--- config.mk ---
export PLATFORM = sky130hd
export DESIGN_NAME = intr_vector_unit
export DESIGN_NICKNAME = d
export VERILOG_FILES = /design/src/rtl/intr_pkg.sv /design/src/rtl/nmi_edge_sync.sv /design/src/rtl/line_pend.sv /design/src/rtl/line_prio.sv /design/src/rtl/intr_vector_unit.sv
export SDC_FILE = /design/constraint.sdc
export NUM_CORES = 1
export LEC_CHECK = 0
export ABC_AREA = 1
export BUFFER_PORTS_ARGS = -buffer_cell sky130_fd_sc_hd__buf_4
export CAP_MARGIN = 10
export CORE_UTILIZATION = 57
export DETAILED_ROUTE_END_ITERATION = 6
export GPL_ROUTABILITY_DRIVEN = 1
export MAX_ROUTING_LAYER = met4
export PLACE_DENSITY = 0.87
export SLEW_MARGIN = 0
export SYNTH_ARGS = -nofsm -noshare
export SYNTH_HDL_FRONTEND = slang
export SYNTH_SLANG_ARGS = --single-unit
export TNS_END_PERCENT = 5
--- constraint.sdc ---
create_clock -name clk -period 2.7 [get_ports clk]
set_input_delay 0.135 -clock clk [delete_from_list [all_inputs] [get_ports clk]]
set_output_delay 0.135 -clock clk [all_outputs]
set_load 0.05 [all_outputs]
--- src/rtl/intr_pkg.sv ---
// Shared types and constant vectors for the interrupt vectoring unit.
// Assumes a 6-bit vector space; line vectors start above the reset vector.
package intr_pkg;
    localparam int VEC_W = 6;
    localparam logic [VEC_W-1:0] RST_VEC  = 6'h00;
    localparam logic [VEC_W-1:0] TRAP_VEC = 6'h22;
    localparam logic [VEC_W-1:0] NMI_VEC  = 6'h24;

    typedef enum logic [2:0] {
        SRC_NONE = 3'd0,
        SRC_RST  = 3'd1,
        SRC_NMI  = 3'd2,
        SRC_SWI  = 3'd3,
        SRC_TRAP = 3'd4,
        SRC_LINE = 3'd5
    } src_e;
endpackage

--- src/rtl/nmi_edge_sync.sv ---
// Synchronizes the asynchronous active-low non-maskable pin with two flops
// and flags one cycle per high-to-low transition. Idles high out of reset,
// so a pin that is already low at reset release produces one request.
module nmi_edge_sync (
    input  logic clk,
    input  logic rst_n,
    input  logic pin_n,
    output logic fall
);
    logic s1_q, s2_q, prev_q;

    // Two-flop synchronizer plus one delayed copy for edge detection.
    always_ff @(posedge clk) begin
        if (!rst_n) begin
            s1_q   <= 1'b1;
            s2_q   <= 1'b1;
            prev_q <= 1'b1;
        end else begin
            s1_q   <= pin_n;
            s2_q   <= s1_q;
            prev_q <= s2_q;
        end
    end

    // Falling edge of the synchronized pin.
    assign fall = prev_q & ~s2_q;


    nmi_fall_single_chk: assert property (@(posedge clk) disable iff (!rst_n)
        fall |=> !fall);
endmodule

--- src/rtl/line_pend.sv ---
// Pending flags for the maskable request lines. A request sets its flag,
// an acknowledge clears it, and a reset request flushes all flags.
// Assumes clear and set of the same line in one cycle keep the flag set.
module line_pend #(
    parameter int N = 8
) (
    input  logic         clk,
    input  logic         rst_n,
    input  logic         flush,
    input  logic [N-1:0] set,
    input  logic [N-1:0] clr,
    output logic [N-1:0] pend
);
    // Per-line pending storage.
    always_ff @(posedge clk) begin
        if (!rst_n || flush) pend <= '0;
        else                 pend <= (pend & ~clr) | set;
    end
endmodule

--- src/rtl/line_prio.sv ---
// Fixed-priority picker for eligible maskable lines: lowest index wins.
// Purely combinational; clock and reset only serve the assertion.
module line_prio #(
    parameter int N  = 8,
    parameter int IW = 3
) (
    input  logic          clk,
    input  logic          rst_n,
    input  logic [N-1:0]  elig,
    output logic          any,
    output logic [IW-1:0] idx,
    output logic [N-1:0]  grant
);
    // Scan from the top so the lowest eligible index is the last to assign.
    always_comb begin
        any   = 1'b0;
        idx   = '0;
        grant = '0;
        for (int i = N - 1; i >= 0; i--) begin
            if (elig[i]) begin
                any   = 1'b1;
                idx   = IW'(i);
                grant = '0;
                grant[i] = 1'b1;
            end
        end
    end


    grant_onehot_chk: assert property (@(posedge clk) disable iff (!rst_n)
        $onehot0(grant) && (any == (elig != '0)));
endmodule

--- src/rtl/intr_vector_unit.sv ---
// Interrupt arbitration and vectoring unit. Latches every request source,
// arbitrates reset > non-maskable > vectored software > trap > maskable lines,
// and issues one take with its vector until the core acknowledges it.
// Assumes take_ack only while take is high; all inputs except nmi_pin_n
// are synchronous to clk.
module intr_vector_unit
    import intr_pkg::*;
#(
    parameter int               N_LINE    = 8,
    parameter logic [VEC_W-1:0] LINE_BASE = 6'h02
) (
    input  logic              clk,
    input  logic              rst_n,
    input  logic              ext_rst_req,
    input  logic              wdt_rst_req,
    input  logic              nmi_pin_n,
    input  logic [N_LINE-1:0] line_req,
    input  logic              sw_int_req,
    input  logic [VEC_W-1:0]  sw_int_vec,
    input  logic              sw_nmi_req,
    input  logic              sw_trap_req,
    input  logic              en_we,
    input  logic [N_LINE-1:0] en_wdata,
    input  logic              imr_we,
    input  logic [N_LINE-1:0] imr_wdata,
    input  logic              intm_we,
    input  logic              intm_wdata,
    input  logic              take_ack,
    input  logic              svc_return,
    output logic              take,
    output logic [VEC_W-1:0]  take_vec,
    output logic              intm
);
    localparam int IW = (N_LINE > 1) ? $clog2(N_LINE) : 1;

    logic              rst_any, nmi_fall, acked;
    logic              nmi_pend_q, nmi_active_q, swi_pend_q, trap_pend_q, intm_q;
    logic [VEC_W-1:0]  swi_vec_q, vec_q, sel_vec;
    logic [N_LINE-1:0] en_q, imr_q, pend, elig, grant, line_clr;
    logic [IW-1:0]     sel_idx, line_idx_q;
    logic              line_any, take_q, start;
    src_e              src_q, sel_src;

    assign rst_any = ext_rst_req | wdt_rst_req;
    assign acked   = take_q & take_ack;

    nmi_edge_sync u_nmi_sync (
        .clk   (clk),
        .rst_n (rst_n),
        .pin_n (nmi_pin_n),
        .fall  (nmi_fall)
    );

    // Clear vector for the line whose take is being acknowledged.
    always_comb begin
        line_clr = '0;
        if (acked && src_q == SRC_LINE) line_clr[line_idx_q] = 1'b1;
    end

    line_pend #(.N(N_LINE)) u_line_pend (
        .clk   (clk),
        .rst_n (rst_n),
        .flush (rst_any),
        .set   (line_req),
        .clr   (line_clr),
        .pend  (pend)
    );

    assign elig = pend & en_q & imr_q & {N_LINE{~intm_q}};

    line_prio #(.N(N_LINE), .IW(IW)) u_line_prio (
        .clk   (clk),
        .rst_n (rst_n),
        .elig  (elig),
        .any   (line_any),
        .idx   (sel_idx),
        .grant (grant)
    );

    // Source-enable and per-line mask registers, cleared by reset requests.
    always_ff @(posedge clk) begin
        if (!rst_n || rst_any) begin
            en_q  <= '0;
            imr_q <= '0;
        end else begin
            if (en_we)  en_q  <= en_wdata;
            if (imr_we) imr_q <= imr_wdata;
        end
    end

    // Software and non-maskable pending flags, cleared on their acknowledge.
    always_ff @(posedge clk) begin
        if (!rst_n || rst_any) begin
            nmi_pend_q  <= 1'b0;
            swi_pend_q  <= 1'b0;
            trap_pend_q <= 1'b0;
            swi_vec_q   <= '0;
        end else begin
            nmi_pend_q  <= (nmi_pend_q & ~(acked && src_q == SRC_NMI)) | nmi_fall | sw_nmi_req;
            trap_pend_q <= (trap_pend_q & ~(acked && src_q == SRC_TRAP)) | sw_trap_req;
            if (sw_int_req) begin
                swi_pend_q <= 1'b1;
                swi_vec_q  <= sw_int_vec;
            end else if (acked && src_q == SRC_SWI) begin
                swi_pend_q <= 1'b0;
            end
        end
    end

    // Fixed priority among the latched sources.
    always_comb begin
        sel_src = SRC_NONE;
        sel_vec = RST_VEC;
        if (nmi_pend_q && !nmi_active_q) begin
            sel_src = SRC_NMI;
            sel_vec = NMI_VEC;
        end else if (swi_pend_q) begin
            sel_src = SRC_SWI;
            sel_vec = swi_vec_q;
        end else if (trap_pend_q) begin
            sel_src = SRC_TRAP;
            sel_vec = TRAP_VEC;
        end else if (line_any) begin
            sel_src = SRC_LINE;
            sel_vec = LINE_BASE + VEC_W'(sel_idx);
        end
    end

    assign start = !take_q && sel_src != SRC_NONE;

    // Take strobe, vector and source record; reset requests override all.
    always_ff @(posedge clk) begin
        if (!rst_n) begin
            take_q     <= 1'b0;
            vec_q      <= RST_VEC;
            src_q      <= SRC_NONE;
            line_idx_q <= '0;
        end else if (rst_any) begin
            take_q <= 1'b1;
            vec_q  <= RST_VEC;
            src_q  <= SRC_RST;
        end else if (acked) begin
            take_q <= 1'b0;
            src_q  <= SRC_NONE;
        end else if (start) begin
            take_q     <= 1'b1;
            vec_q      <= sel_vec;
            src_q      <= sel_src;
            line_idx_q <= sel_idx;
        end
    end

    // Non-maskable service in progress, ended by a return pulse.
    always_ff @(posedge clk) begin
        if (!rst_n || rst_any)                nmi_active_q <= 1'b0;
        else if (start && sel_src == SRC_NMI) nmi_active_q <= 1'b1;
        else if (svc_return)                  nmi_active_q <= 1'b0;
    end

    // Global mask: set by reset and every non-trap take, else software write.
    always_ff @(posedge clk) begin
        if (!rst_n || rst_any)                 intm_q <= 1'b1;
        else if (start && sel_src != SRC_TRAP) intm_q <= 1'b1;
        else if (intm_we)                      intm_q <= intm_wdata;
    end

    assign take     = take_q;
    assign take_vec = vec_q;
    assign intm     = intm_q;


    reset_take_chk: assert property (@(posedge clk) disable iff (!rst_n)
        rst_any |=> take_q && vec_q == RST_VEC && intm_q);


    take_hold_chk: assert property (@(posedge clk) disable iff (!rst_n)
        (take_q && !take_ack && !rst_any) |=> take_q && $stable(vec_q));


    nmi_vec_chk: assert property (@(posedge clk) disable iff (!rst_n)
        ($rose(take_q) && src_q == SRC_NMI) |-> vec_q == NMI_VEC && intm_q);


    line_gate_chk: assert property (@(posedge clk) disable iff (!rst_n)
        ($rose(take_q) && src_q == SRC_LINE) |->
            !$past(intm_q) && ((($past(en_q & imr_q)) >> line_idx_q) & N_LINE'(1)) != '0);


    nmi_lock_chk: assert property (@(posedge clk) disable iff (!rst_n)
        (nmi_active_q && !svc_return && !rst_any) |=> nmi_active_q);
endmodule

Yosys cells after proc, flatten, opt, wreduce, memory -nomap -nowiden:

Cells that the tools add are included.

* register bits: 51
* bits in latches: 0
* memory bits (writable): 0
* bits in read-only memories: 0
* bits of input ports: 44
* memories: 0

* $add $sub $neg: 1
* multipliers: 0
* div/mod/pow operators: 0
* $lt $le $gt $ge: 2
* eq/ne operators: 6
* shift-type cells: 0
* multiplexer cells: 37
* bitwise gates (word level): 21
* reduce and logical (&&, ||, !) cells: 22

Operators with widths (count)
* two-way mux 3 bit: 12
* bitwise AND 8 bit: 4
* two-way mux 1 bit: 19
* two-way mux 6 bit: 3
* equality test 3 x 2 -> 1 bit, second input constant: 3
* logical AND 1 bit: 9
* two-way mux 8 bit: 1
* NOT 8 bit: 1
* bitwise OR 8 bit: 1
* NOT 1 bit: 7
* equality test 3 bit, second input constant: 2
* nonzero test 3 bit: 2
* adder 2 x 3 -> 4 bit, first input constant: 1
* bitwise AND 1 bit: 4
* < comparator 3 x 4 -> 1 bit, second input constant: 1
* two-way mux 4 bit: 1
* bitwise OR 1 bit: 4
* nonzero test 2 bit: 2
* OR reduction 2 bit: 2
* demux 1 bit (select 3 bit): 1
* greater-or-equal comparator 3 x 1 -> 1 bit, second input constant: 1
* zero test 1 bit: 3
* != test 3 bit, second input constant: 1
* AND reduction 3 bit: 1
* other kinds (3): 3

Longest topological paths before layout:

Gate-level depths: netlist of run 1.

* word-level depth: 20
* gate-level depth with buffers: 13
* gate-level depth less buffers: 13

Modules after synthesis:

From an unflattened synthesis of run 1, not the netlist that was laid out.

* cell total of the unflattened synthesis: 346
* area total of the unflattened synthesis: 2448.6 µm²

Modules (own cells, without submodules)
* intr_vector_unit: instances 1, cells each 261, area each 1831.8 µm², seq. area each 800.8 µm²
* line_pend: instances 1, cells each 42, area each 335.3 µm², seq. area each 160.2 µm²
* line_prio: instances 1, cells each 32, area each 191.4 µm², seq. area each 0.0 µm²
* nmi_edge_sync: instances 1, cells each 11, area each 90.1 µm², seq. area each 60.1 µm²

Worst setup path after synthesis of run 1:

No wires, ideal clock.

* path kind: register to register
* from: reg intm_q (netlist: intm)
* to: reg line_idx_q[1]
* arrival: 1.681 ns
* data required time: 2.585 ns
* path slack: 0.905 ns
* cell stages (with the launch flop): 11
* buffers on the path: 0
* period minus slack after synthesis: 1.795 ns
* path through: dfxtp_1 -> inv_2 -> nand4_1 -> nand2_2 -> nor2_2 -> nand3_2 -> nand2_4 -> nand2_8 -> nand2_4 -> a21oi_1 -> o21a_1

* longest elaborated chain between the ends: 17
* elaborated cells on any way between the ends: 25

RTL lines
* from (decl): line intr_vector_unit.sv:37 `logic nmi_pend_q, nmi_active_q, swi_pend_q, trap_pend_q, intm_q;`
* from (signal assigned): line intr_vector_unit.sv:164 `else if (intm_we) intm_q <= intm_wdata;`
* NOT 1 bit (*): line intr_vector_unit.sv:69 `assign elig = pend & en_q & imr_q & {N_LINE{~intm_q}};`
* bitwise AND 8 bit (*): line intr_vector_unit.sv:69
* two-way mux 1 bit (8 in a row): line line_prio.sv:20 `if (elig[i]) begin`
* two-way mux 3 bit: line intr_vector_unit.sv:123 `end else if (line_any) begin`
* two-way mux 3 bit: line intr_vector_unit.sv:120 `end else if (trap_pend_q) begin`
* two-way mux 3 bit: line intr_vector_unit.sv:117 `end else if (swi_pend_q) begin`
* two-way mux 3 bit: line intr_vector_unit.sv:114 `if (nmi_pend_q && !nmi_active_q) begin`
* nonzero test 3 bit: line intr_vector_unit.sv:129 `assign start = !take_q && sel_src != SRC_NONE;`
* logical AND 1 bit: line intr_vector_unit.sv:129
* AND reduction 3 bit (no line)
* to (signal assigned): line intr_vector_unit.sv:149 `line_idx_q <= sel_idx;`
* to (decl): line intr_vector_unit.sv:40 `logic [IW-1:0] sel_idx, line_idx_q;`

Every way passes the cells marked *; elsewhere a longest branch is shown, timed or not.
A chain may end at the register's enable or synchronous reset.

Worst setup path after layout of run 1:

* from: reg take_q (netlist: take)
* to: reg u_line_pend.pend[2]

* longest elaborated chain between the ends: 6

RTL lines
* from (decl): line intr_vector_unit.sv:41 `logic line_any, take_q, start;`
* from (signal assigned): line intr_vector_unit.sv:134 `take_q <= 1'b0;`
* from (signal assigned): line intr_vector_unit.sv:139 `take_q <= 1'b1;`
* from (signal assigned): line intr_vector_unit.sv:143 `take_q <= 1'b0;`
* bitwise AND 1 bit: line intr_vector_unit.sv:45 `assign acked = take_q & take_ack;`
* logical AND 1 bit: line intr_vector_unit.sv:57 `if (acked && src_q == SRC_LINE) line_clr[line_idx_q] = 1'b1;`
* two-way mux 8 bit: line intr_vector_unit.sv:57
* NOT 8 bit: line line_pend.sv:17 `else pend <= (pend & ~clr) | set;`
* bitwise AND 8 bit: line line_pend.sv:17
* bitwise OR 8 bit: line line_pend.sv:17
* to (signal assigned): line line_pend.sv:17
* to (decl): line line_pend.sv:12 `output logic [N-1:0] pend`

No other way between the ends.

==> flow_summary.yaml, run 1 <==
status:
  status: "finished clean"
critical_path:
  critPathMaxStageDelay_ns: 0.42
  worstSetupEndpointType: "flop"
  path_max_fanout: 8
  cpMaxStageDelayCell: "o41ai_1"
  arrival_ns: 1.85
  cp_data_required_time_ns: 2.86
  crit_chain: "nand2_1 > inv_1 > nand4_1 > o41ai_1 > a21oi_1"
  path_class: "flop to flop"
  r2r-start: "take"
  crit_path_start_kind: "flop"
  cp-startpoint: "take"
route:
  wl_per_cell_um: 12.29
  drc: 0
  routed_wl_mm: 4.893
  ant_nets: 0
  drt_iter0_drc: 135
  dr_total_vias: 2100
  drtPass1Iterations: 4
  post_drt_via_cell_ratio: 5.276
floorplanning:
  row_count: 22
  die_area_um2: 4114
  core_area_um2: 3689
  start_util_pct: 59.67
  io_pins: 52
  die_h_um: 64.14
  die_x_um: 64.14
run:
  cap_violations: 0
synth:
  yosysWarnings: 0
  synthCells: 299
  syn-cell-area_um2: 2201
  synth_fp_nets: 344
  syn_area_per_cell_um2: 7.361
  seq_area_frac_synth_pct: 46.39
  synth.distinct_cells: 31
  ys_ff_latch: 51
clocking:
  clock-sinks: 51
  cts_root_buffer: "clkbuf_8"
  post_cts_resized: 0
  htreeDepth: 2
  hold_buffers: 0
  cts_tree: "done"
  clock_latency_ns: 0.30
  clk_pin_slew_ns: 0.09
  cts_buffers: 5
  ctsLongestPathBuffers: 2
  cts_setup_buffers: 0
timing:
  hold_violations: 0
  tns_ns: 0
  setup_violations: 0
  fin_skew_ns: 0.009519
  worstMarginPinSlew_ns: 0.5918
  min_period_ns: 1.693
  fin_crit_sh_pct: 62.70
  slew-limit-headroom_pct: 60.49
  fmax_ghz: 0.5907
  final_max_slew_viol_count: 0
  rsz0062_at_grt: "no"
place:
  place_area_um2: 2616
  gp_congestion: 0.9636
  hpwlAfterDp_mm: 3.675
  numPortBuffers: 51
global_route:
  gr-total-overflow: 0
  antenna_found_initial: 0
  grtUsageMet1_pct: 32.77
  grt_first_pass_wirelength_mm: 8.514
  top_usage_layer: "met2"
  track_usage_pct: 27.36
  grt_pass1_vias: 1990
  grt_max_degree: 38
  use_met3_pct: 6.786
  met2_usage_pct: 45.61
pwr:
  leakage_nw: 1.238
  power_mw: 1.354
  power_density_nw_per_um2: 500.7
  vdd_drop_max_uv: 374.9
layout:
  final_util_pct: 73.30
  multi_input_area_um2: 984.7
  regArea_um2: 1021
  final.fill_count: 316
  diodes: 0
  final_cell_mix: "nand2_1 (78), dfxtp_1 (51), buf_4 (51), a21oi_1 (44), inv_1 (39)"
  fin_nets: 395
  finalInstanceArea_um2: 2704
  layout_commonest_cell: "nand2_1"
  areaGrowthSynthToFinish_pct: 22.85
  drive_gt1_share_pct: 22.29
min_path:
  hold_start: "nmi_pin_n"
  hold_path_class: "primary input to flop"
==> report_power, final <==
part | switching, mW | leakage [nW] | total, mW | internal [mW]
clock | 0.233 | 0.0470 | 0.434 | 0.201
sequential | 0.0131 | 0.414 | 0.782 | 0.769
combinational | 0.0727 | 0.777 | 0.138 | 0.0652
total | 0.318 | 1.24 | 1.35 | 1.04
==> path summary, 6_finish.rpt <==
check,to,slack (ns),cells past startpoint
worst max register to register,u_line_pend.pend[2],1.01,5
worst min-delay path,u_nmi_sync.s1_q,0.03,2
worst max-delay path,u_line_pend.pend[2],1.01,5
worst min register to register,u_nmi_sync.s2_q,0.42,1
==> state kept, by name, summed over array words and instances, names as in the netlist, 3 cells and up <==
register / flops
imr_q: 8
swi_vec_q: 6
en_q: 8
u_line_pend.pend: 8
src_q: 3
take_vec: 6
line_idx_q: 3
==> per-stage QoR <==
| stage | std cells | hold slack (ns) | setup slack (ns) |
|---|---|---|---|
| final | 398 | 0.02704 | 1.007 |
| after global routing | 398 | 0.03006 | 0.8140 |
| after CTS | 398 | 0.02428 | 1.004 |
| after detailed placement | 391 | 0.3307 | 1.036 |
| after global placement | 391 | 0.3312 | 1.072 |
| after floorplan | 299 | 0.2037 | 0.9045 |
==> area by class of cell <==
cell class                      count  share of cell area (%)
Sequential cell                    51                   37.76
Multi-Input combinational cell    197                   36.42
Timing Repair Buffer               51                   14.16
Inverter                           44                   6.201
Clock buffer                        6                   3.054
Tap cell                           48                   2.221
Clock inverter                      1                  0.1851
==> routing by layer <==
layer / vias to the layer above / wire [µm]
met5: - / 0
met4: 0 / 53
met3: 7 / 312
met2: 71 / 2385
met1: 955 / 2143
li1: 1067 / -
==> cell usage after synthesis <==
cell       instances  area share [%]
o41ai_1           10             4.0
o21ai_0            2            0.45
o21ai_1            5             1.1
a31oi_1            2            0.57
nand4_1            5             1.4
nor3_1             1            0.23
or2_2              2            0.57
buf_2              1            0.23
o21a_1             1            0.34
nand4_2            1            0.57
o211ai_1           1            0.34
nand2_4            2             1.0
nand2_1           78              13
nor2_1            23             3.9
clkbuf_1           5            0.85
dfxtp_1           51              46
nand3_2            1            0.45
a211oi_1           1            0.34
a21oi_1           44              10
inv_4              1            0.28
nand2_2            1            0.28
nor2_2             5             1.4
buf_1              1            0.17
nand3_1            6             1.4
a21oi_2            2            0.80
inv_1             39             6.7
o2111ai_1          1            0.40
nand2_8            1            0.91
inv_2              4            0.68
a21boi_0           1            0.34
ha_1               1            0.57
==> kinds of logic (layout without fill, tap and decap cells) <==
group | count (synthesis) | count (layout) | share of synthesized area, %
AO/OA/AOI/OAI | 70 | 70 | 18.70
AND/OR/NAND/NOR | 126 | 126 | 25.47
adder cells (fa/ha/maj) | 1 | 1 | 0.5684
buffers and inverters | 51 | 102 | 8.868
flip-flops | 51 | 51 | 46.39
==> worst max-delay path, delay by kind of cell, from the launching register on <==
kind,cells,cell delay (ns)
AO/OA/AOI/OAI,2,0.54
buffers and inverters,1,0.11
flip-flops,1,0.40
AND/OR/NAND/NOR,2,0.50
Note: power is estimated with default switching activity, not from simulation.
==> inputs of run 2 (changes only) <==
Settings changed: ABC_AREA 1 to 0, CORE_UTILIZATION 57 to 52, PLACE_DENSITY 0.87 to 0.81.
Clock period 2.7 ns to 1.75 ns, I/O delays scaled along.
==> flow_summary.yaml, run 2 <==
place:
  hpwlAfterDp_mm: 3.736
  gp_congestion: 0.8826
  numPortBuffers: 51
  place_area_um2: 2675
timing:
  fmax_ghz: 0.5475
  fin_ws_ns: -0.07650
  slew-limit-headroom_pct: 65.78
  rsz0062_at_grt: "yes"
  worstMarginPinSlew_ns: 0.5113
  fin_skew_ns: 0.005503
  final_max_slew_viol_count: 0
  hold_violations: 0
  setup_violations: 6
  fin_crit_sh_pct: 104.4
  min_period_ns: 1.827
synth:
  synthFlopType: "dfxtp_1"
  yosys-top-cells-area: "dfxtp_1 (48%), mux2i_1 (11%), nor2_1 (6.3%)"
  synth-edff-count: 0
  yosysTopAreaCell: "dfxtp_1"
  async_reset_ff_share_pct: 0
  synth_fp_nets: 281
  synth.distinct_cells: 34
  yosysWarnings: 0
  syn-cell-area_um2: 2143
  ys_ff_latch: 51
  synth_common_cells: "dfxtp_1 (51), nor2_1 (36), mux2i_1 (24), a21oi_1 (19), o21ai_0 (14)"
  yosys.area.top_type_share_pct: 47.64
  synthCells: 236
  yosysMostFrequentCell: "dfxtp_1"
  syn_area_per_cell_um2: 9.082
  seq_area_frac_synth_pct: 47.64
layout:
  final.fill_count: 283
  top_regs: "en_q: 8 flops, imr_q: 8 flops, u_line_pend.pend: 8 flops"
  drive_gt1_share_pct: 28.62
  areaGrowthSynthToFinish_pct: 34.38
  final_util_pct: 75.82
  diodes: 0
  layout_commonest_cell: "buf_4"
  final_cell_mix: "buf_4 (63), dfxtp_1 (49), nor2_1 (35), mux2i_1 (24), a21oi_1 (18)"
  finalInstanceArea_um2: 2880
  fin_nets: 348
critical_path:
  critPathMaxStageDelay_ns: 0.38
  arrival_ns: 2.07
  worstSetupEndpointType: "flop"
  path_max_fanout: 10
  crit_chain: "nand4b_1 > nand2_1 > a21oi_2 > nor2_2 > ha_1 > a22oi_2 > a2111oi_2 > a21oi_1 > nor2_1"
  cpMaxStageDelayCell: "dfxtp_4"
  cp_data_required_time_ns: 2.00
  path_class: "flop to flop"
  crit_path_start_kind: "flop"
route:
  routed_wl_mm: 5.288
  post_drt_via_cell_ratio: 5.560
  drt_iter0_drc: 211
  drtPass1Iterations: 4
  ant_nets: 0
  dr_total_vias: 1957
  wl_per_cell_um: 15.02
  drc: 0
clocking:
  htreeDepth: 2
  ctsLongestPathBuffers: 2
  cts_buffers: 5
  cts_tree: "done"
  clk_pin_slew_ns: 0.09
  clock_latency_ns: 0.31
  clock-sinks: 51
  cts_root_buffer: "clkbuf_8"
global_route:
  track_usage_pct: 26.16
  antenna_found_initial: 0
  grt_first_pass_wirelength_mm: 8.266
  grt_max_degree: 23
  gr-total-overflow: 0
  grt_pass1_vias: 1783
pwr:
  power_density_nw_per_um2: 828.4
  vdd_drop_max_uv: 562.0
  leakage_nw: 1.252
  p_switching_mw: 0.5025
  pwr-share-clk_pct: 39.8
  power.share.sequential_pct: 50.3
  power.internal_mw: 1.883
  swShare_pct: 21.06
  power_mw: 2.386
  combPwrFrac_pct: 9.9
floorplanning:
  die_x_um: 66.20
  die_h_um: 66.20
  core_area_um2: 3799
  start_util_pct: 56.42
  io_pins: 52
  row_count: 22
  die_area_um2: 4382
status:
  violations: "negative setup slack"
  status: "complete, but fails checks"
run:
  cap_violations: 0
min_path:
  hold_path_class: "primary input to flop"
## run 2: logic make-up after synthesis
family | count (synthesis) | share of synthesized area (%)
flops | 51 | 47.64
buf+inv | 21 | 3.677
simple gates | 91 | 22.71
fa+ha+maj | 1 | 0.5837
compound gates | 48 | 14.19
mux | 24 | 11.21
## run 2: final cells by class
cell class                 instances  area (µm²)  share of cell area [%]
clock buffer                       6       72.57                   2.520
timing repair buffer              69       544.3                   18.90
tap                               48       60.06                   2.085
sequential                        51        1026                   35.62
multi-input combinational        164        1072                   37.23
inverter                          12       45.04                   1.564
clock inverter                     2       60.06                   2.085
## run 2: final timing paths
| path | start | end | slack [ns] | depth (start not counted) |
|---|---|---|---|---|
| hold / removal | en_wdata[0] | en_q[0] | 0.01 | 3 |
| hold reg to reg | u_nmi_sync.s1_q | u_nmi_sync.s2_q | 0.41 | 1 |
| setup / recovery | intm | take_vec[3] | -0.08 | 9 |
| setup reg to reg | intm | take_vec[3] | -0.08 | 9 |
## run 2: through the flow
stage	setup slack (ns)	cells	setup TNS [ns]	hold WS, ns
5_1_grt	-0.1792	352	-1.015	0.01055
6_report	-0.07650	352	-0.1912	0.009558
2_1_floorplan	-0.01253	236	-0.02346	0.1605
4_1_cts	-0.002790	352	-0.002790	0.01274
3_5_place_dp	-0.07687	340	-0.1039	0.2801
3_3_place_gp	0.01898	340	0	0.2691
## run 2: metal layers
layer	up-vias	track usage (%)	part of all wire (%)
li1	967	-	-
met4	0	7.447	1.6
met5	-	-	0
met1	917	32.94	46
met3	8	7.759	6.2
met2	65	40.69	47
## run 2: power by group through the flow
stage                     clock network [mW]  registers (mW)  logic (mW)
after floorplan                            0            1.23       0.100
after global placement                     0            1.23       0.220
after detailed placement                   0            1.23       0.223
after CTS                              0.955            1.20       0.232
after global routing                    1.00            1.20       0.256
final                                  0.949            1.20       0.237
## run 2: timing repair
item / in CTS / in global routing
gates resized for setup: 3 / 8
endpoints found under the setup margin: 6 / 11
pin swaps: 3 / 3
hold buffers: 4 / 0
buffers inserted: 0 / 0
gates cloned: 0 / 0
endpoints found under the hold margin: 4 / 0
## run 2: critical path, delay by kind of cell, from the launching register on
family	cells	cell delay, ns
simple gates	4	0.67
compound gates	4	0.54
flops	1	0.38
fa+ha+maj	1	0.18
==> inputs of run 3 (changes only) <==
Settings changed: CAP_MARGIN 10 to 20, CTS_BUF_LIST set to sky130_fd_sc_hd__clkbuf_16.
==> flow_summary.yaml, run 3 (synthesis gave the netlist of run 2 again) <==
timing:
  tns_ns: -0.1036
  fin_skew_ns: 0.002706
  final_max_slew_viol_count: 0
  min_period_ns: 1.792
  fin_ws_ns: -0.04185
  hold_violations: 0
  slew-limit-headroom_pct: 61.39
  worstMarginPinSlew_ns: 0.5770
  fmax_ghz: 0.5581
  fin_crit_sh_pct: 102.4
  setup_violations: 4
  rsz0062_at_grt: "yes"
  fin_hold_ws_ns: 0.002997
route:
  ant_nets: 0
  routed_wl_mm: 5.179
  dr_total_vias: 1953
  drt_iter0_drc: 153
  wl_per_cell_um: 14.80
  drtPass1Iterations: 4
  drc: 0
  post_drt_via_cell_ratio: 5.580
global_route:
  track_usage_pct: 26.61
  grt_first_pass_wirelength_mm: 8.314
  gr-total-overflow: 0
  grt_max_degree: 23
  antenna_found_initial: 0
  grt_pass1_vias: 1778
clocking:
  clock-sinks: 51
  clk_pin_slew_ns: 0.06
  htreeDepth: 2
  cts_buffers: 5
  clock_latency_ns: 0.29
  ctsLongestPathBuffers: 2
  cts_root_buffer: "clkbuf_16"
  cts_tree: "done"
layout:
  drive_gt1_share_pct: 28.81
  fin_nets: 346
  final_cell_mix: "buf_4 (64), dfxtp_1 (49), nor2_1 (36), mux2i_1 (24), a21oi_1 (19)"
  layout_commonest_cell: "buf_4"
  finalInstanceArea_um2: 2912
  diodes: 0
  fin_cells: 350
  areaGrowthSynthToFinish_pct: 35.84
  top_regs: "en_q: 8 flops, imr_q: 8 flops, u_line_pend.pend: 8 flops"
floorplanning:
  core_area_um2: 3799
  row_count: 22
  die_h_um: 66.20
  die_area_um2: 4382
  io_pins: 52
  die_x_um: 66.20
  start_util_pct: 56.42
critical_path:
  critPathBufInv: 2
  worstSetupEndpointType: "flop"
  crit_path_start_kind: "flop"
  critPathMaxStageDelay_ns: 0.39
  crit_family: "simple AND/OR/NAND/NOR gates"
  r2r-start: "intm"
  cp_data_required_time_ns: 1.93
  crit_chain: "nand4b_1 > nand4_2 > buf_6 > o41ai_4 > buf_12 > mux2i_1 > nor2_1"
  arrival_ns: 1.97
  cpMaxStageDelayCell: "dfxtp_4"
  path_max_fanout: 10
  cp-startpoint: "intm"
  path_class: "flop to flop"
place:
  hpwlAfterDp_mm: 3.736
  numPortBuffers: 51
  place_area_um2: 2675
  dp.cells: 340
  gp_congestion: 0.8826
pwr:
  swShare_pct: 20.03
  power_mw: 2.656
  leakage_nw: 1.273
  vdd_drop_max_uv: 552.8
  power.share.sequential_pct: 45.2
  pwr-share-clk_pct: 46.1
  p_switching_mw: 0.5321
  power_density_nw_per_um2: 912.3
  combPwrFrac_pct: 8.7
  power.internal_mw: 2.124
min_path:
  hold_path_class: "primary input to flop"
  hold_start: "line_req[0]"
status:
  status: "complete, but fails checks"
  violations: "negative setup slack"
run:
  cap_violations: 0
run 3: changes by cell type in the layout (fill, tap and decap cells not counted), moves of 2 or more:
cell | previous run | this run
clkbuf_8 | 5 | 0
dlygate4sd3_1 | 4 | 1
o21ai_0 | 12 | 10
o21ai_1 | 2 | 4
clkbuf_16 | 0 | 5
run 3: tightest hold or removal path, stage by stage:
cell and delay [ns]:
buf_4 0.08, a21oi_1 0.03, nor2_1 0.06
run 3: layout make-up:
cell class                 instances  area [µm²]
multi-input combinational        164        1070
sequential                        51        1026
fill                             275       887.1
timing repair buffer              67       521.8
clock buffer                       5       125.1
clock inverter                     3       63.81
tap                               48       60.06
inverter                          12       45.04
run 3: path summary, 6_finish.rpt:
path | endpoint | slack [ns] | cells after the start
min | u_line_pend.pend[0] | 0.003 | 3
min reg2reg | u_nmi_sync.s2_q | 0.41 | 1
max reg2reg | take_vec[5] | -0.04 | 7
max | take_vec[5] | -0.04 | 7
run 3: power by group through the flow:
stage / combinational (mW) / clock (mW) / sequential [mW]
floorplan: 0.100 / 0 / 1.23
global placement: 0.220 / 0 / 1.23
detailed placement: 0.223 / 0 / 1.23
CTS: 0.229 / 1.23 / 1.20
global route: 0.251 / 1.28 / 1.20
finish: 0.232 / 1.22 / 1.20
run 3: stage by stage:
| stage | setup WS (ns) | utilization [%] |
|---|---|---|
| floorplan | -0.01253 | - |
| global placement | 0.01898 | 70.42 |
| detailed placement | -0.07687 | 70.42 |
| CTS | -0.02744 | 75.99 |
| global route | -0.1203 | 76.65 |
| finish | -0.04185 | 76.65 |
run 3: per-layer routing:
layer	global-route usage, %	share of wire, %	vias to the layer above	wire length [µm]
met1	32.94	45	911	2313
met3	6.552	7.9	5	410
met2	41.71	46	75	2397
li1	-	-	962	-
met5	-	0	-	0
met4	10.37	1.1	0	57
run 3: what timing repair did:
| item | 4_1_cts | 5_1_grt |
|---|---|---|
| hold buffers | 1 | 0 |
| setup buffers | 1 | 0 |
| endpoints found under the setup margin | 5 | 13 |
| gates resized for setup | 3 | 8 |
| endpoints found under the hold margin | 1 | 0 |
| pin swaps | 1 | 5 |
